`src/rtl/bbm_pkg.sv`:
```
`timescale 1ns/1ps
package bbm_pkg;

  // Register indices on the host port; the software sequence relies on these.
  typedef enum logic [1:0] {
    RIX_STATUS = 2'd0,
    RIX_CTRL   = 2'd1,
    RIX_ENABLE = 2'd2,
    RIX_PFCLR  = 2'd3
  } reg_ix_e;

  // Copy direction, control bit 0.
  typedef enum logic {
    DIR_TO_BRAM = 1'b0,
    DIR_TO_SRAM = 1'b1
  } dir_e;

  localparam int unsigned STAT_BUSY_BIT = 0;
  localparam int unsigned STAT_PF_BIT   = 1;

endpackage

```
`src/rtl/bbm_pfail.sv`:
```
`timescale 1ns/1ps
module bbm_pfail #(
  parameter int unsigned SYNC_STAGES = 2
) (
  input  logic clk,
  input  logic rst_n,
  input  logic pf_n_i,
  input  logic clr_i,
  output logic pf_now_o,
  output logic flag_o
);

  logic [SYNC_STAGES-1:0] sync_q;
  logic [SYNC_STAGES-1:0] sync_d;
  logic                   flag_q;
  logic                   flag_d;

  // Synchronizer chain, asserted-high internally.
  for (genvar g = 0; g < SYNC_STAGES; g++) begin : g_stage
    if (g == 0) begin : g_first
      assign sync_d[g] = ~pf_n_i;
    end else begin : g_next
      assign sync_d[g] = sync_q[g-1];
    end
  end

  assign pf_now_o = sync_q[SYNC_STAGES-1];

  always_comb begin
    flag_d = flag_q;
    if (pf_now_o) begin
      flag_d = 1'b1;          // a live power fail wins over a clear
    end else if (clr_i) begin
      flag_d = 1'b0;
    end
  end

  always_ff @(posedge clk or negedge rst_n) begin
    if (!rst_n) begin
      sync_q <= '0;
      flag_q <= 1'b0;
    end else begin
      sync_q <= sync_d;
      flag_q <= flag_d;
    end
  end

  assign flag_o = flag_q;

endmodule

```
`src/rtl/bbm_regs.sv`:
```
`timescale 1ns/1ps
module bbm_regs
  import bbm_pkg::*;
#(
  parameter int unsigned REG_W  = 16,
  parameter int unsigned BANK_W = 2
) (
  input  logic              clk,
  input  logic              rst_n,
  input  logic              reg_cs,
  input  logic              reg_wr,
  input  logic [1:0]        reg_addr,
  input  logic [REG_W-1:0]  reg_wdata,
  output logic [REG_W-1:0]  reg_rdata,
  input  logic              busy_i,
  input  logic              pf_flag_i,
  input  logic              pf_block_i,
  output logic              dir_o,
  output logic [BANK_W-1:0] bank_o,
  output logic              pf_clr_o,
  output logic              start_o
);

  localparam int unsigned CTRL_W = BANK_W + 1;

  logic [CTRL_W-1:0] ctrl_q;
  logic [CTRL_W-1:0] ctrl_d;
  logic              ctrl_ld;
  logic              en_q;
  logic              en_d;
  logic              en_ld;
  logic              en_prev_q;
  logic              wr_hit;

  assign wr_hit   = reg_cs & reg_wr;
  assign ctrl_ld  = wr_hit & (reg_addr == RIX_CTRL);
  assign en_ld    = wr_hit & (reg_addr == RIX_ENABLE);
  assign ctrl_d   = reg_wdata[CTRL_W-1:0];
  assign en_d     = reg_wdata[0];
  assign pf_clr_o = wr_hit & (reg_addr == RIX_PFCLR) & (reg_wdata == '0);

  always_ff @(posedge clk or negedge rst_n) begin
    if (!rst_n) begin
      ctrl_q    <= '0;
      en_q      <= 1'b0;
      en_prev_q <= 1'b0;
    end else begin
      if (ctrl_ld) ctrl_q <= ctrl_d;
      if (en_ld)   en_q   <= en_d;
      en_prev_q <= en_q;
    end
  end

  // Edge of the enable bit; consumed whether or not the copy may start.
  assign start_o = en_q & ~en_prev_q & ~busy_i & ~pf_block_i;

  assign dir_o  = ctrl_q[0];
  assign bank_o = ctrl_q[CTRL_W-1:1];

  always_comb begin
    reg_rdata = '0;
    if (reg_cs && !reg_wr) begin
      case (reg_addr)
        RIX_STATUS: begin
          reg_rdata[STAT_BUSY_BIT] = busy_i;
          reg_rdata[STAT_PF_BIT]   = pf_flag_i;
        end
        RIX_CTRL:   reg_rdata[CTRL_W-1:0] = ctrl_q;
        RIX_ENABLE: reg_rdata[0] = en_q;
        default:    reg_rdata = '0;
      endcase
    end
  end

endmodule

```
`src/rtl/bbm_seq.sv`:
```
`timescale 1ns/1ps
module bbm_seq #(
  parameter int unsigned OFS_W    = 11,
  parameter int unsigned BANK_W   = 2,
  parameter int unsigned BYTE_W   = 8,
  parameter int unsigned STEP_CYC = 32
) (
  input  logic                    clk,
  input  logic                    rst_n,
  input  logic                    start_i,
  input  logic                    dir_i,
  input  logic [BANK_W-1:0]       bank_i,
  output logic                    busy_o,
  output logic [BANK_W+OFS_W-1:0] sram_addr_o,
  input  logic [BYTE_W-1:0]       sram_dq_i,
  output logic [BYTE_W-1:0]       sram_dq_o,
  output logic                    sram_dq_oe_o,
  output logic                    sram_ce_n_o,
  output logic                    sram_oe_n_o,
  output logic                    sram_we_n_o,
  output logic                    bram_en_o,
  output logic                    bram_we_o,
  output logic [OFS_W-1:0]        bram_addr_o,
  output logic [BYTE_W-1:0]       bram_wdata_o,
  input  logic [BYTE_W-1:0]       bram_rdata_i
);

  // Phase plan for a write step: 0 read bram, 1 capture byte,
  // 2.. drive bus, 3..STEP-2 write strobe, STEP-1 hold.
  localparam int unsigned PH_W = (STEP_CYC > 1) ? $clog2(STEP_CYC) : 1;
  localparam logic [PH_W-1:0]  PH_RD     = '0;
  localparam logic [PH_W-1:0]  PH_CAP    = PH_W'(1);
  localparam logic [PH_W-1:0]  PH_DRV    = PH_W'(2);
  localparam logic [PH_W-1:0]  PH_WE_LO  = PH_W'(3);
  localparam logic [PH_W-1:0]  PH_WE_HI  = PH_W'(STEP_CYC - 2);
  localparam logic [PH_W-1:0]  PH_LAST   = PH_W'(STEP_CYC - 1);
  localparam logic [OFS_W-1:0] OFS_LAST  = '1;

  logic              busy_q, busy_d;
  logic [PH_W-1:0]   ph_q, ph_d;
  logic [OFS_W-1:0]  ofs_q, ofs_d;
  logic              dir_q, dir_d;
  logic [BANK_W-1:0] bank_q, bank_d;
  logic [BYTE_W-1:0] byte_q;
  logic              byte_ld;
  logic              step_end;
  logic              wr_copy;
  logic              rd_copy;

  assign step_end = busy_q & (ph_q == PH_LAST);
  assign wr_copy  = busy_q & dir_q;
  assign rd_copy  = busy_q & ~dir_q;
  assign byte_ld  = wr_copy & (ph_q == PH_CAP);

  always_comb begin
    busy_d = busy_q;
    ph_d   = ph_q;
    ofs_d  = ofs_q;
    dir_d  = dir_q;
    bank_d = bank_q;
    if (!busy_q) begin
      ph_d  = '0;
      ofs_d = '0;
      if (start_i) begin
        busy_d = 1'b1;
        dir_d  = dir_i;     // configuration is frozen for the whole copy
        bank_d = bank_i;
      end
    end else if (step_end) begin
      ph_d  = '0;
      ofs_d = ofs_q + 1'b1;
      if (ofs_q == OFS_LAST) begin
        busy_d = 1'b0;
      end
    end else begin
      ph_d = ph_q + 1'b1;
    end
  end

  always_ff @(posedge clk or negedge rst_n) begin
    if (!rst_n) begin
      busy_q <= 1'b0;
      ph_q   <= '0;
      ofs_q  <= '0;
      dir_q  <= 1'b0;
      bank_q <= '0;
      byte_q <= '0;
    end else begin
      busy_q <= busy_d;
      ph_q   <= ph_d;
      ofs_q  <= ofs_d;
      dir_q  <= dir_d;
      bank_q <= bank_d;
      if (byte_ld) byte_q <= bram_rdata_i;
    end
  end

  assign busy_o       = busy_q;
  assign sram_addr_o  = {bank_q, ofs_q};
  assign sram_ce_n_o  = ~busy_q;
  assign sram_oe_n_o  = ~rd_copy;
  assign sram_dq_oe_o = wr_copy & (ph_q >= PH_DRV);
  assign sram_we_n_o  = ~(wr_copy & (ph_q >= PH_WE_LO) & (ph_q <= PH_WE_HI));
  assign sram_dq_o    = byte_q;

  assign bram_en_o    = (wr_copy & (ph_q == PH_RD)) | (rd_copy & step_end);
  assign bram_we_o    = rd_copy & step_end;
  assign bram_addr_o  = ofs_q;
  assign bram_wdata_o = sram_dq_i;

endmodule

```
`src/rtl/bbsram_mover.sv`:
```
`timescale 1ns/1ps
module bbsram_mover
  import bbm_pkg::*;
#(
  parameter int unsigned OFS_W       = 11,
  parameter int unsigned BANK_W      = 2,
  parameter int unsigned BYTE_W      = 8,
  parameter int unsigned REG_W       = 16,
  parameter int unsigned STEP_CYC    = 32,
  parameter int unsigned SYNC_STAGES = 2
) (
  input  logic                    clk,
  input  logic                    rst_n,
  input  logic                    reg_cs,
  input  logic                    reg_wr,
  input  logic [1:0]              reg_addr,
  input  logic [REG_W-1:0]        reg_wdata,
  output logic [REG_W-1:0]        reg_rdata,
  input  logic                    pf_n,
  output logic [BANK_W+OFS_W-1:0] sram_addr,
  input  logic [BYTE_W-1:0]       sram_dq_i,
  output logic [BYTE_W-1:0]       sram_dq_o,
  output logic                    sram_dq_oe,
  output logic                    sram_ce_n,
  output logic                    sram_oe_n,
  output logic                    sram_we_n,
  output logic                    bram_en,
  output logic                    bram_we,
  output logic [OFS_W-1:0]        bram_addr,
  output logic [BYTE_W-1:0]       bram_wdata,
  input  logic [BYTE_W-1:0]       bram_rdata,
  input  logic                    hb_en,
  input  logic                    hb_we,
  input  logic [OFS_W-1:0]        hb_addr,
  input  logic [BYTE_W-1:0]       hb_wdata,
  output logic                    hb_stall
);

  logic [1:0]        rst_pipe_q;
  logic              rst_sync_n;
  logic              busy;
  logic              pf_flag;
  logic              pf_now;
  logic              pf_clr;
  logic              start;
  logic              cfg_dir;
  logic [BANK_W-1:0] cfg_bank;
  logic              seq_bram_en;
  logic              seq_bram_we;
  logic [OFS_W-1:0]  seq_bram_addr;
  logic [BYTE_W-1:0] seq_bram_wdata;

  // Asynchronous assertion, synchronous release.
  always_ff @(posedge clk or negedge rst_n) begin
    if (!rst_n) rst_pipe_q <= '0;
    else        rst_pipe_q <= {rst_pipe_q[0], 1'b1};
  end
  assign rst_sync_n = rst_pipe_q[1];

  bbm_pfail #(.SYNC_STAGES(SYNC_STAGES)) u_pfail (
    .clk      (clk),
    .rst_n    (rst_sync_n),
    .pf_n_i   (pf_n),
    .clr_i    (pf_clr),
    .pf_now_o (pf_now),
    .flag_o   (pf_flag)
  );

  bbm_regs #(.REG_W(REG_W), .BANK_W(BANK_W)) u_regs (
    .clk        (clk),
    .rst_n      (rst_sync_n),
    .reg_cs     (reg_cs),
    .reg_wr     (reg_wr),
    .reg_addr   (reg_addr),
    .reg_wdata  (reg_wdata),
    .reg_rdata  (reg_rdata),
    .busy_i     (busy),
    .pf_flag_i  (pf_flag),
    .pf_block_i (pf_flag | pf_now),
    .dir_o      (cfg_dir),
    .bank_o     (cfg_bank),
    .pf_clr_o   (pf_clr),
    .start_o    (start)
  );

  bbm_seq #(
    .OFS_W(OFS_W), .BANK_W(BANK_W), .BYTE_W(BYTE_W), .STEP_CYC(STEP_CYC)
  ) u_seq (
    .clk          (clk),
    .rst_n        (rst_sync_n),
    .start_i      (start),
    .dir_i        (cfg_dir),
    .bank_i       (cfg_bank),
    .busy_o       (busy),
    .sram_addr_o  (sram_addr),
    .sram_dq_i    (sram_dq_i),
    .sram_dq_o    (sram_dq_o),
    .sram_dq_oe_o (sram_dq_oe),
    .sram_ce_n_o  (sram_ce_n),
    .sram_oe_n_o  (sram_oe_n),
    .sram_we_n_o  (sram_we_n),
    .bram_en_o    (seq_bram_en),
    .bram_we_o    (seq_bram_we),
    .bram_addr_o  (seq_bram_addr),
    .bram_wdata_o (seq_bram_wdata),
    .bram_rdata_i (bram_rdata)
  );

  // Block RAM port ownership: the copy engine wins while busy.
  always_comb begin
    if (busy) begin
      bram_en    = seq_bram_en;
      bram_we    = seq_bram_we;
      bram_addr  = seq_bram_addr;
      bram_wdata = seq_bram_wdata;
    end else begin
      bram_en    = hb_en;
      bram_we    = hb_en & hb_we;
      bram_addr  = hb_addr;
      bram_wdata = hb_wdata;
    end
  end

  assign hb_stall = busy & hb_en;

endmodule

```
`config.mk`:
```
export PLATFORM = sky130hd
export DESIGN_NAME = bbsram_mover
export DESIGN_NICKNAME = d
export VERILOG_FILES = /design/src/rtl/bbm_pkg.sv /design/src/rtl/bbm_pfail.sv /design/src/rtl/bbm_regs.sv /design/src/rtl/bbm_seq.sv /design/src/rtl/bbsram_mover.sv
export SDC_FILE = /design/constraint.sdc
export NUM_CORES = 1
export LEC_CHECK = 0
export CAP_MARGIN = 5
export CORE_MARGIN = 1.5
export CORE_UTILIZATION = 40
export DETAILED_ROUTE_END_ITERATION = 8
export PLACE_DENSITY = 0.84
export SLEW_MARGIN = 20
export SYNTH_ARGS = -nofsm -noshare
export SYNTH_HDL_FRONTEND = slang
export SYNTH_SLANG_ARGS = --single-unit
```
`constraint.sdc`:
```
create_clock -name clk -period 4.4 [get_ports clk]
set_input_delay 0.44 -clock clk [delete_from_list [all_inputs] [get_ports clk]]
set_output_delay 0.44 -clock clk [all_outputs]
set_load 0.02 [all_outputs]
```
# Word level (Yosys, flattened, before mapping)
# Cells that the tools add are included.
[word_totals]
register_bits = 38
output_inout_bits = 63
elab_cells = 77
[op_classes]
addsub = 2
order_cmp = 3
n_eq_ne = 7
mux = 18
bitwise = 28
n_reduce_logical = 7
[op_table]
columns = ["op", "n"]
rows = [
  ["11-bit two-way mux", 3],
  ["1-bit AND", 19],
  ["16-bit zero test", 1],
  ["11-bit by 1-bit adder with 11-bit output (second input constant)", 1],
  ["11-bit equality test (second input constant)", 1],
  ["5-bit by 2-bit greater-or-equal comparator with 1-bit output (second input constant)", 2],
  ["5-bit two-way mux", 2],
  ["1-bit two-way mux", 9],
  ["8-bit two-way mux", 1],
  ["1-bit inverter", 7],
  ["5-bit by 1-bit adder with 5-bit output (second input constant)", 1],
  ["5-bit by 1-bit equality test with 1-bit output (second input constant)", 1],
  ["5-bit equality test (second input constant)", 1],
  ["5-bit <= comparator (second input constant)", 1],
  ["5-bit zero test", 1],
  ["2-bit equality test (second input constant)", 2],
  ["3-bit two-way mux", 1],
  ["1-bit case mux with 3 select lines", 1],
  ["2-bit by 1-bit equality test with 1-bit output (second input constant)", 1],
  ["2-bit zero test", 1],
  ["2-bit != test (second input constant)", 1],
  ["1-bit bitwise OR", 2],
  ["1-bit case mux with 2 select lines", 1],
  ["2-bit AND reduction", 1],
  ["other kinds (3)", 3],
]

# Depth between registers and ports, before layout
# Gate-level depths: netlist (run 1).
[logic_depth]
ltp_word = 6
ltp_mapped = 7
mapped_depth_nobuf = 6

# Modules after synthesis
# A second synthesis (run 1) with hierarchy kept.
[hier_totals]
cells_unflattened = 220
area_unflattened_um2 = 2313.5
[by_module_without_submodules]
columns = ["mod", "instances", "cells_each", "area_per_inst_um2"]
rows = [
  ["bbm_seq", 1, 141, 1488.9],
  ["bbm_regs", 1, 43, 407.9],
  ["bbsram_mover", 1, 30, 326.6],
  ["bbm_pfail", 1, 6, 90.1],
]

# Worst setup path after synthesis (run 1)
# OpenSTA, ideal clock, no wires.
[synth_path]
path_type = "register to output"
startpoint = "register u_seq.ph_q[0]"
endpoint = "output bram_en"
arrival_ps = 1671
path_slack_ps = 2289
stages_incl_launch_ff = 8
path_buffers = 1
path_cell_list = "dfrtp_1 ha_1 and3_2 ha_1 buf_2 nor2b_1 a31oi_1 a21oi_1"
[synth_between]
elab_chain_len = 5
[synth_rtl]
columns = ["element", "line_no", "source"]
rows = [
  ["start: declaration", "bbm_seq.sv:40", "logic [PH_W-1:0] ph_q, ph_d;"],
  ["start signal: assignment", "bbm_seq.sv:90", "ph_q <= ph_d;"],
  ["5-bit equality test", "bbm_seq.sv:50", "assign step_end = busy_q & (ph_q == PH_LAST);"],
  ["1-bit AND", "bbm_seq.sv:50", ""],
  ["1-bit AND", "bbm_seq.sv:106", "assign bram_en_o = (wr_copy & (ph_q == PH_RD)) | (rd_copy & step_end);"],
  ["1-bit bitwise OR *", "bbm_seq.sv:106", ""],
  ["1-bit two-way mux *", "bbsram_mover.sv:111", "if (busy) begin"],
  ["end: declaration", "bbsram_mover.sv:27", "output logic bram_en,"],
]
# Every way passes the cells marked *; elsewhere a longest branch is shown, timed or not.

# Worst setup path after layout (run 1)
[layout_path]
startpoint = "register u_seq.ph_q[1]"
endpoint = "output bram_en"
# Same word-level chain as after synthesis.

==> results of run 1 <==
stage by stage:
step                      power, mW  worst slack, ns
after floorplan              0.4218            2.289
after global placement       0.4832            1.802
after detailed placement     0.4861            1.726
after CTS                    0.7733            1.403
after global routing         0.7989            1.220
final                        0.7648            1.408
worst min-delay path by stage:
stage / to / slack (ns) / depth (start not counted)
after floorplan: rst_pipe_q[0]$_DFF_PN0_ / 0.14 / 0
after global placement: u_seq.ph_q[1]$_DFF_PN0_ / 0.29 / 1
after detailed placement: u_seq.ph_q[1]$_DFF_PN0_ / 0.29 / 1
after CTS: u_seq.ph_q[1]$_DFF_PN0_ / 0.30 / 1
after global routing: rst_pipe_q[1]$_DFF_PN0_ / 0.31 / 1
final: u_seq.ph_q[1]$_DFF_PN0_ / 0.28 / 1
registers in the layout (all words and copies together), names as in the netlist:
register           cells
rst_pipe_q             2
u_pfail.flag_o         1
u_pfail.sync_q         2
u_regs.ctrl_q          3
u_regs.en_prev_q       1
u_regs.en_q            1
u_seq.bank_q           2
u_seq.bram_addr_o     11
u_seq.busy_o           1
u_seq.dir_q            1
u_seq.ph_q             5
u_seq.sram_dq_o        8
cell families (layout without fill, tap and decap cells):
group | after synthesis | in the layout | synth area share [%]
simple gates | 67 | 67 | 17.14
flops | 38 | 38 | 44.60
mux | 37 | 37 | 19.13
buf+inv | 32 | 132 | 8.509
compound gates | 17 | 17 | 4.284
fa+ha+maj | 6 | 6 | 3.521
xor+xnor | 6 | 6 | 2.465
other cells | 2 | 14 | 0.3522
per-layer routing:
layer | share of wire [%] | track usage (%) | up-vias | wire, microns
li1 | - | - | 913 | -
met1 | 41 | 20.25 | 860 | 2081
met2 | 53 | 33.78 | 64 | 2729
met3 | 5.3 | 4.671 | 6 | 273
met4 | 0.78 | 4.444 | 0 | 40
met5 | 0 | 0 | - | 0
synth_stat cells (all sizes together), types with 3 or more instances:
| cell | instances |
|---|---|
| a21oi | 5 |
| a31oi | 3 |
| and3 | 3 |
| buf | 18 |
| dfrtp | 38 |
| ha | 6 |
| inv | 12 |
| mux2 | 30 |
| mux2i | 7 |
| nand2 | 14 |
| nand2b | 4 |
| nand3 | 5 |
| nand4 | 4 |
| nor2 | 16 |
| nor3 | 3 |
| nor4 | 5 |
| o21ai | 8 |
| xor2 | 4 |
power by group through the flow:
| stage | Sequential, mW | Combinational [mW] | Clock, mW |
|---|---|---|---|
| final | 0.370 | 0.109 | 0.286 |
| after global routing | 0.371 | 0.118 | 0.310 |
| after CTS | 0.370 | 0.110 | 0.294 |
| after detailed placement | 0.377 | 0.109 | 0 |
| after global placement | 0.376 | 0.107 | 0 |
| after floorplan | 0.377 | 0.0445 | 0 |
cell type report:
| class | instances | area, sq um |
|---|---|---|
| multi-input combinational | 147 | 1045 |
| clock inverter | 3 | 40.04 |
| clock buffer | 5 | 68.82 |
| tap | 70 | 87.58 |
| sequential | 38 | 950.9 |
| timing repair buffer | 111 | 1106 |
| fill | 427 | 1760 |
| inverter | 13 | 48.80 |
==> summary.txt, run 1 <==
Timing
  – FMAX: around 330 MHz
  – Final Cycle Share: 67.99%
  – Unrepaired setup endpoints after global routing: false
  – Final Hold Vio Count: 0
  – Fin Clk Skew: 0.003892 ns
  – Pins over their slew limit: 0
  – Min Hold Slack: approximately 0.28 ns
  – Final setup fails: 0
  – Post-route minimum period: approximately 3 ns
  – TNS Setup: 0 ns

Global routing
  – First-pass GRT wire length: between 8000 and 9000 microns
  – Initial antenna violation count: 0
  – Grt total ovfl: 0
  – Gr usage total: 18.00%
  – Largest net degree at the start of global routing: 37
  – Vias in the first global route: between 1500 and 2000

Cells and area
  – Fin nets: 382
  – Design Area, Final: around 3300 sq um
  – Ratio of cells with drive above 1 in the final layout: 13.88%
  – Fin cells: around 390
  – Ant diodes: 0
  – Post-layout util: roughly two thirds
  – Commonest non-fill, non-tap cells in the layout: clkdlybuf4s50_1 (109), dfrtp_1 (38), mux2_2 (30)
  – Area Overhead vs Synth: 56.98%
  – Commonest non-fill, non-tap cell in the layout: clkdlybuf4s50_1

Clock network
  – Clock transition at path regs: ~0.070 ns
  – Post-cts sizing count: 0
  – CTS Buf Count: 5
  – Clock Tree Buf Depth: 2
  – Total clock sinks: 38
  – Max H-tree Level: 2
  – Worst skew pair latency: 0.28 ns
  – Setup Fix Bufs, Post-CTS: 0
  – Clock root buffer master: clkbuf_8
  – TritonCTS clock tree: done
  – CTS Hold Bufs: 0

Worst setup path
  – Buf+Inv Stages, Crit Path: 1
  – FF-to-FF path depth: 6
  – Worst reg2reg path startpoint: u_seq.ph_q[1]$_DFF_PN0_
  – Data required, critical path: between 3 and 4 ns
  – Max incr delay on CP: 0.61 ns
  – Max stage delay cell, worst path: clkdlybuf4s50_1
  – Worst path cell trace: ha_1 -> and3_2 -> ha_1 -> nor2b_1 -> a31oi_1 -> a21oi_1 -> clkdlybuf4s50_1
  – Worst r2r dst: u_seq.bram_addr_o[9]$_DFFE_PN0P_
  – Setup crit start: u_seq.ph_q[1]$_DFF_PN0_
  – Critical path type: reg2out
  – Startpoint types: register
  – Critical Path Sink: bram_en
  – Cell mode on critical path: ha_1
  – Worst setup EP type: output port
  – CP Max Fanout: 9
  – R2R setup slack: 2.37 ns
  – Worst Path Arrival: roughly 2.6 ns
  – CP top delay family: buffers and inverters
  – Crit path depth: 7

Floorplanning
  – I/O Pins: approximately 120
  – Core Area: 5107 sq um
  – Die height: 76.01 microns
  – Die area: 5777 sq um
  – Die Width: 76.01 microns
  – Row count: 26
  – Initial Util: 41.74%

Routing
  – Drt drc: 0
  – Drt pass-1 iters: 4
  – Routed length per instance: 13.24 microns
  – DR iter-0 viols: 50
  – Via density: 4.762
  – Post-route ant nets: 0
  – Total Wirelength: between 5000 and 6000 microns
  – Vias post-DR: 1843

Placement
  – Routability cong.: 0.7787
  – Post-Place Cells: 379
  – # port buffers: 109
  – Final HPWL DP: 4038 microns
  – Placed inst area: 3238 sq um

Logic synthesis
  – Mapped Cells: about 210
  – Synth area leaders: dfrtp_1 (45%), mux2_2 (16%), buf_4 (4.6%)
  – Syn. warnings: 0
  – Area leader, netlist: dfrtp_1
  – Post-Syn Area per Cell: between 10 and 15 sq um
  – Share of the synthesized area in the top cell type: 44.60%
  – Number of synthesized flops with an enable pin: 0
  – Sequential-to-total area share from yosys stat: roughly 45%
  – Flops & latches, synth: 38
  – Post-synth design cell area: between 2000 and 2500 sq um
  – Asr flop ratio synth: 100.0%
  – Top FF cell, synth: dfrtp_1
  – Distinct cell type count of the synthesized netlist: 38

Power and ir drop
  – Leakage: 1.467 nW
  – P_sw: around 0.17 mW
  – Worst VDD drop: between 0.0001 and 0.00015 V
  – Internal Power: just under 0.6 mW
  – Flop pwr share: 48.4%
  – Clock power share: 37.4%
  – Switching share of power: 22.07%
  – Combinational cell fraction of total power: 14.2%
  – PwrDens: ~230 nW/um^2

Job
  – Number of max-cap violations: 0

Outcome
  – Status: completed

Hold path
  – Worst min path class: reg2async
(Power assumes the default switching activity.)
==> run 2, diff against run 1 <==
Settings changed: CORE_UTILIZATION 40 to 38, PLACE_DENSITY 0.84 to 0.8.
Clock period 4.4 ns to 2.98 ns, I/O delays scaled along.
==> run 2 against run 1 <==
Non-clock buffer count rose by 3. Power rose by 61%. Count of clock-buffer cells in the layout did not move. Setup slack got worse by 1.0 ns. Worst hold slack got worse by 0.11 ns. Sequential cell count did not move. Critical path type unchanged. Largest power group unchanged.
==> summary.txt, run 2 (synthesis gave the netlist of run 1 again) <==
Worst setup path
  – Startpoint types: register
  – Worst path cell trace: ha_1 -> and3_2 -> ha_1 -> nor2b_1 -> a31oi_1 -> a21oi_1 -> clkdlybuf4s50_1
  – Worst Path Arrival: 2.28 ns (-0.27 ns)
  – R2R setup slack: 1.06 ns (-1.31 ns)
  – Critical path type: reg2out
  – Worst reg2reg path startpoint: u_seq.ph_q[1]$_DFF_PN0_
  – FF-to-FF path depth: 7 (+1)
  – Worst r2r dst: u_seq.bram_addr_o[9]$_DFFE_PN0P_
  – Cell mode on critical path: ha_1
  – Critical Path Sink: bram_en
  – Setup crit start: u_seq.ph_q[1]$_DFF_PN0_
  – Worst setup EP type: output port
  – CP Max Fanout: 7 (-2)
  – Max stage delay cell, worst path: clkdlybuf4s50_1
  – Max incr delay on CP: 0.61 ns (about the same)
  – Data required, critical path: 2.68 ns (-1.28 ns)

Placement
  – Pre-CTS WS: 0.6626 ns (-1.064 ns)
  – # port buffers: 109 (unchanged)
  – Routability cong.: 0.8487 (+9.0%)
  – Final HPWL DP: 4077 microns (+0.96%)
  – Placed inst area: 3263 sq um (+0.77%)

Floorplanning
  – Die area: 6069 sq um (+5.1%)
  – Initial Util: 38.96% (-2.8 points)
  – Core Area: 5473 sq um (+7.2%)
  – Die Width: 77.91 microns (+2.5%)
  – Row count: 27 (+3.8%)
  – Die height: 77.91 microns (+2.5%)
  – I/O Pins: 123 (unchanged)

Timing
  – Final Hold Vio Count: 0 (unchanged)
  – Post-route minimum period: 2.579 ns
  – Final worst setup slack: 0.4013 ns (-1.007 ns)
  – Unrepaired setup endpoints after global routing: false
  – Slew margin rel.: 51.08%
  – Worst-Margin Slew: approximately 0.73 ns
  – Final Cycle Share: 86.53%
  – TNS Setup: 0 ns (unchanged)
  – FMAX: approximately 390 MHz
  – Final setup fails: 0 (unchanged)
  – Fin Clk Skew: 0.005671 ns (+0.001779 ns)
  – Pins over their slew limit: 0 (unchanged)

Job
  – Number of max-cap violations: 0 (unchanged)

Cells and area
  – Storage cell area: 950.9 sq um (unchanged)
  – Commonest non-fill, non-tap cells in the layout: clkdlybuf4s50_1 (109), dfrtp_1 (38), mux2_2 (30)
  – Ratio of cells with drive above 1 in the final layout: 14.69% (+0.81 points)
  – Area Overhead vs Synth: 59.51%
  – Fill count: 470 (+10%)
  – Fin nets: 385 (+0.79%)
  – Commonest non-fill, non-tap cell in the layout: clkdlybuf4s50_1
  – Post-layout util: 62.14% (-3.4 points)
  – Multi-input combinational cell area: 1045 sq um (unchanged)
  – Design Area, Final: 3401 sq um (+1.6%)
  – Ant diodes: 0 (unchanged)
  – Largest register FFs: 11 (unchanged)

Routing
  – Vias post-DR: 1833 (-0.54%)
  – Total Wirelength: 5095 microns (-0.59%)
  – Drt drc: 0 (unchanged)
  – Routed length per instance: 13.00 microns (-1.9%)
  – Drt pass-1 iters: 4 (unchanged)
  – Via density: 4.676 (-1.8%)
  – DR iter-0 viols: 50 (unchanged)
  – Post-route ant nets: 0 (unchanged)

Global routing
  – Grt total ovfl: 0 (unchanged)
  – Initial antenna violation count: 0 (unchanged)
  – Largest net degree at the start of global routing: 20 (-46%)
  – Gr usage total: 17.57% (-0.43 points)
  – First-pass GRT wire length: 8362 microns (-1.9%)
  – Vias in the first global route: 1785 (-1.9%)

Clock network
  – Worst skew pair latency: 0.29 ns (about the same)
  – Total clock sinks: 38 (unchanged)
  – CTS Hold Bufs: 0 (unchanged)
  – CTS Buf Count: 5 (unchanged)
  – Clock transition at path regs: 0.07 ns (about the same)
  – TritonCTS clock tree: done
  – Clock Tree Buf Depth: 2 (unchanged)
  – Clock root buffer master: clkbuf_8
  – Post-cts sizing count: 0 (unchanged)
  – Max H-tree Level: 2 (unchanged)
  – Setup Fix Bufs, Post-CTS: 0 (unchanged)

Power and ir drop
  – Leakage: 1.491 nW (+1.6%)
  – PwrDens: 361.1 nW/um^2 (+58%)
  – Worst VDD drop: 0.0004698 V (+240%)

Hold path
  – Worst min path class: in2async

Outcome
  – Status: completed
run 2: how the worst min path moves through the flow:
| stage | startpoint | endpoint | slack (ns) | cells past startpoint |
|---|---|---|---|---|
| global placement | rst_pipe_q[1]$_DFF_PN0_ | u_seq.ph_q[0]$_DFF_PN0_ | 0.33 | 0 |
| finish | rst_n | rst_pipe_q[1]$_DFF_PN0_ | 0.16 | 1 |
| CTS | rst_n | rst_pipe_q[0]$_DFF_PN0_ | 0.16 | 1 |
| floorplan | rst_n | rst_pipe_q[0]$_DFF_PN0_ | 0.002 | 0 |
| detailed placement | rst_pipe_q[1]$_DFF_PN0_ | u_seq.ph_q[1]$_DFF_PN0_ | 0.33 | 0 |
| global route | rst_n | rst_pipe_q[0]$_DFF_PN0_ | 0.14 | 1 |
run 2: cell type report:
type / count / area share (%)
flip-flops and latches: 38 / 27.96
clock buffers: 5 / 2.024
clock inverters: 3 / 2.024
inverters: 13 / 1.435
multi-input cells: 147 / 30.72
well taps: 72 / 2.649
repair buffers: 114 / 33.19
run 2: worst max-delay path: cells and delay by family, from the launching register on:
family          cells  cell delay (ns)
buf+inv             1             0.61
fa+ha+maj           2             0.38
simple gates        2             0.35
flops               1             0.45
compound gates      2             0.21
run 2: metrics by stage:
step / cells / hold WS [ns] / power (mW)
6_report: 392 / 0.1631 / 1.228
4_1_cts: 392 / 0.1551 / 1.243
5_1_grt: 392 / 0.1439 / 1.289
3_3_place_gp: 384 / 0.3266 / 0.7131
2_1_floorplan: 217 / 0.002409 / 0.6228
3_5_place_dp: 384 / 0.3340 / 0.7178
run 2: layer usage:
metal	track usage, %	vias to the layer above	routed length (microns)
li1	-	910	-
met1	21.36	849	2164
met2	29.91	68	2633
met3	4.941	6	252
met4	5.714	0	44
met5	0	-	0
run 2: power by group:
group	switching (mW)	total, mW	internal (mW)
clock network	0.186	0.522	0.335
registers	0.0157	0.549	0.533
logic	0.0571	0.158	0.101
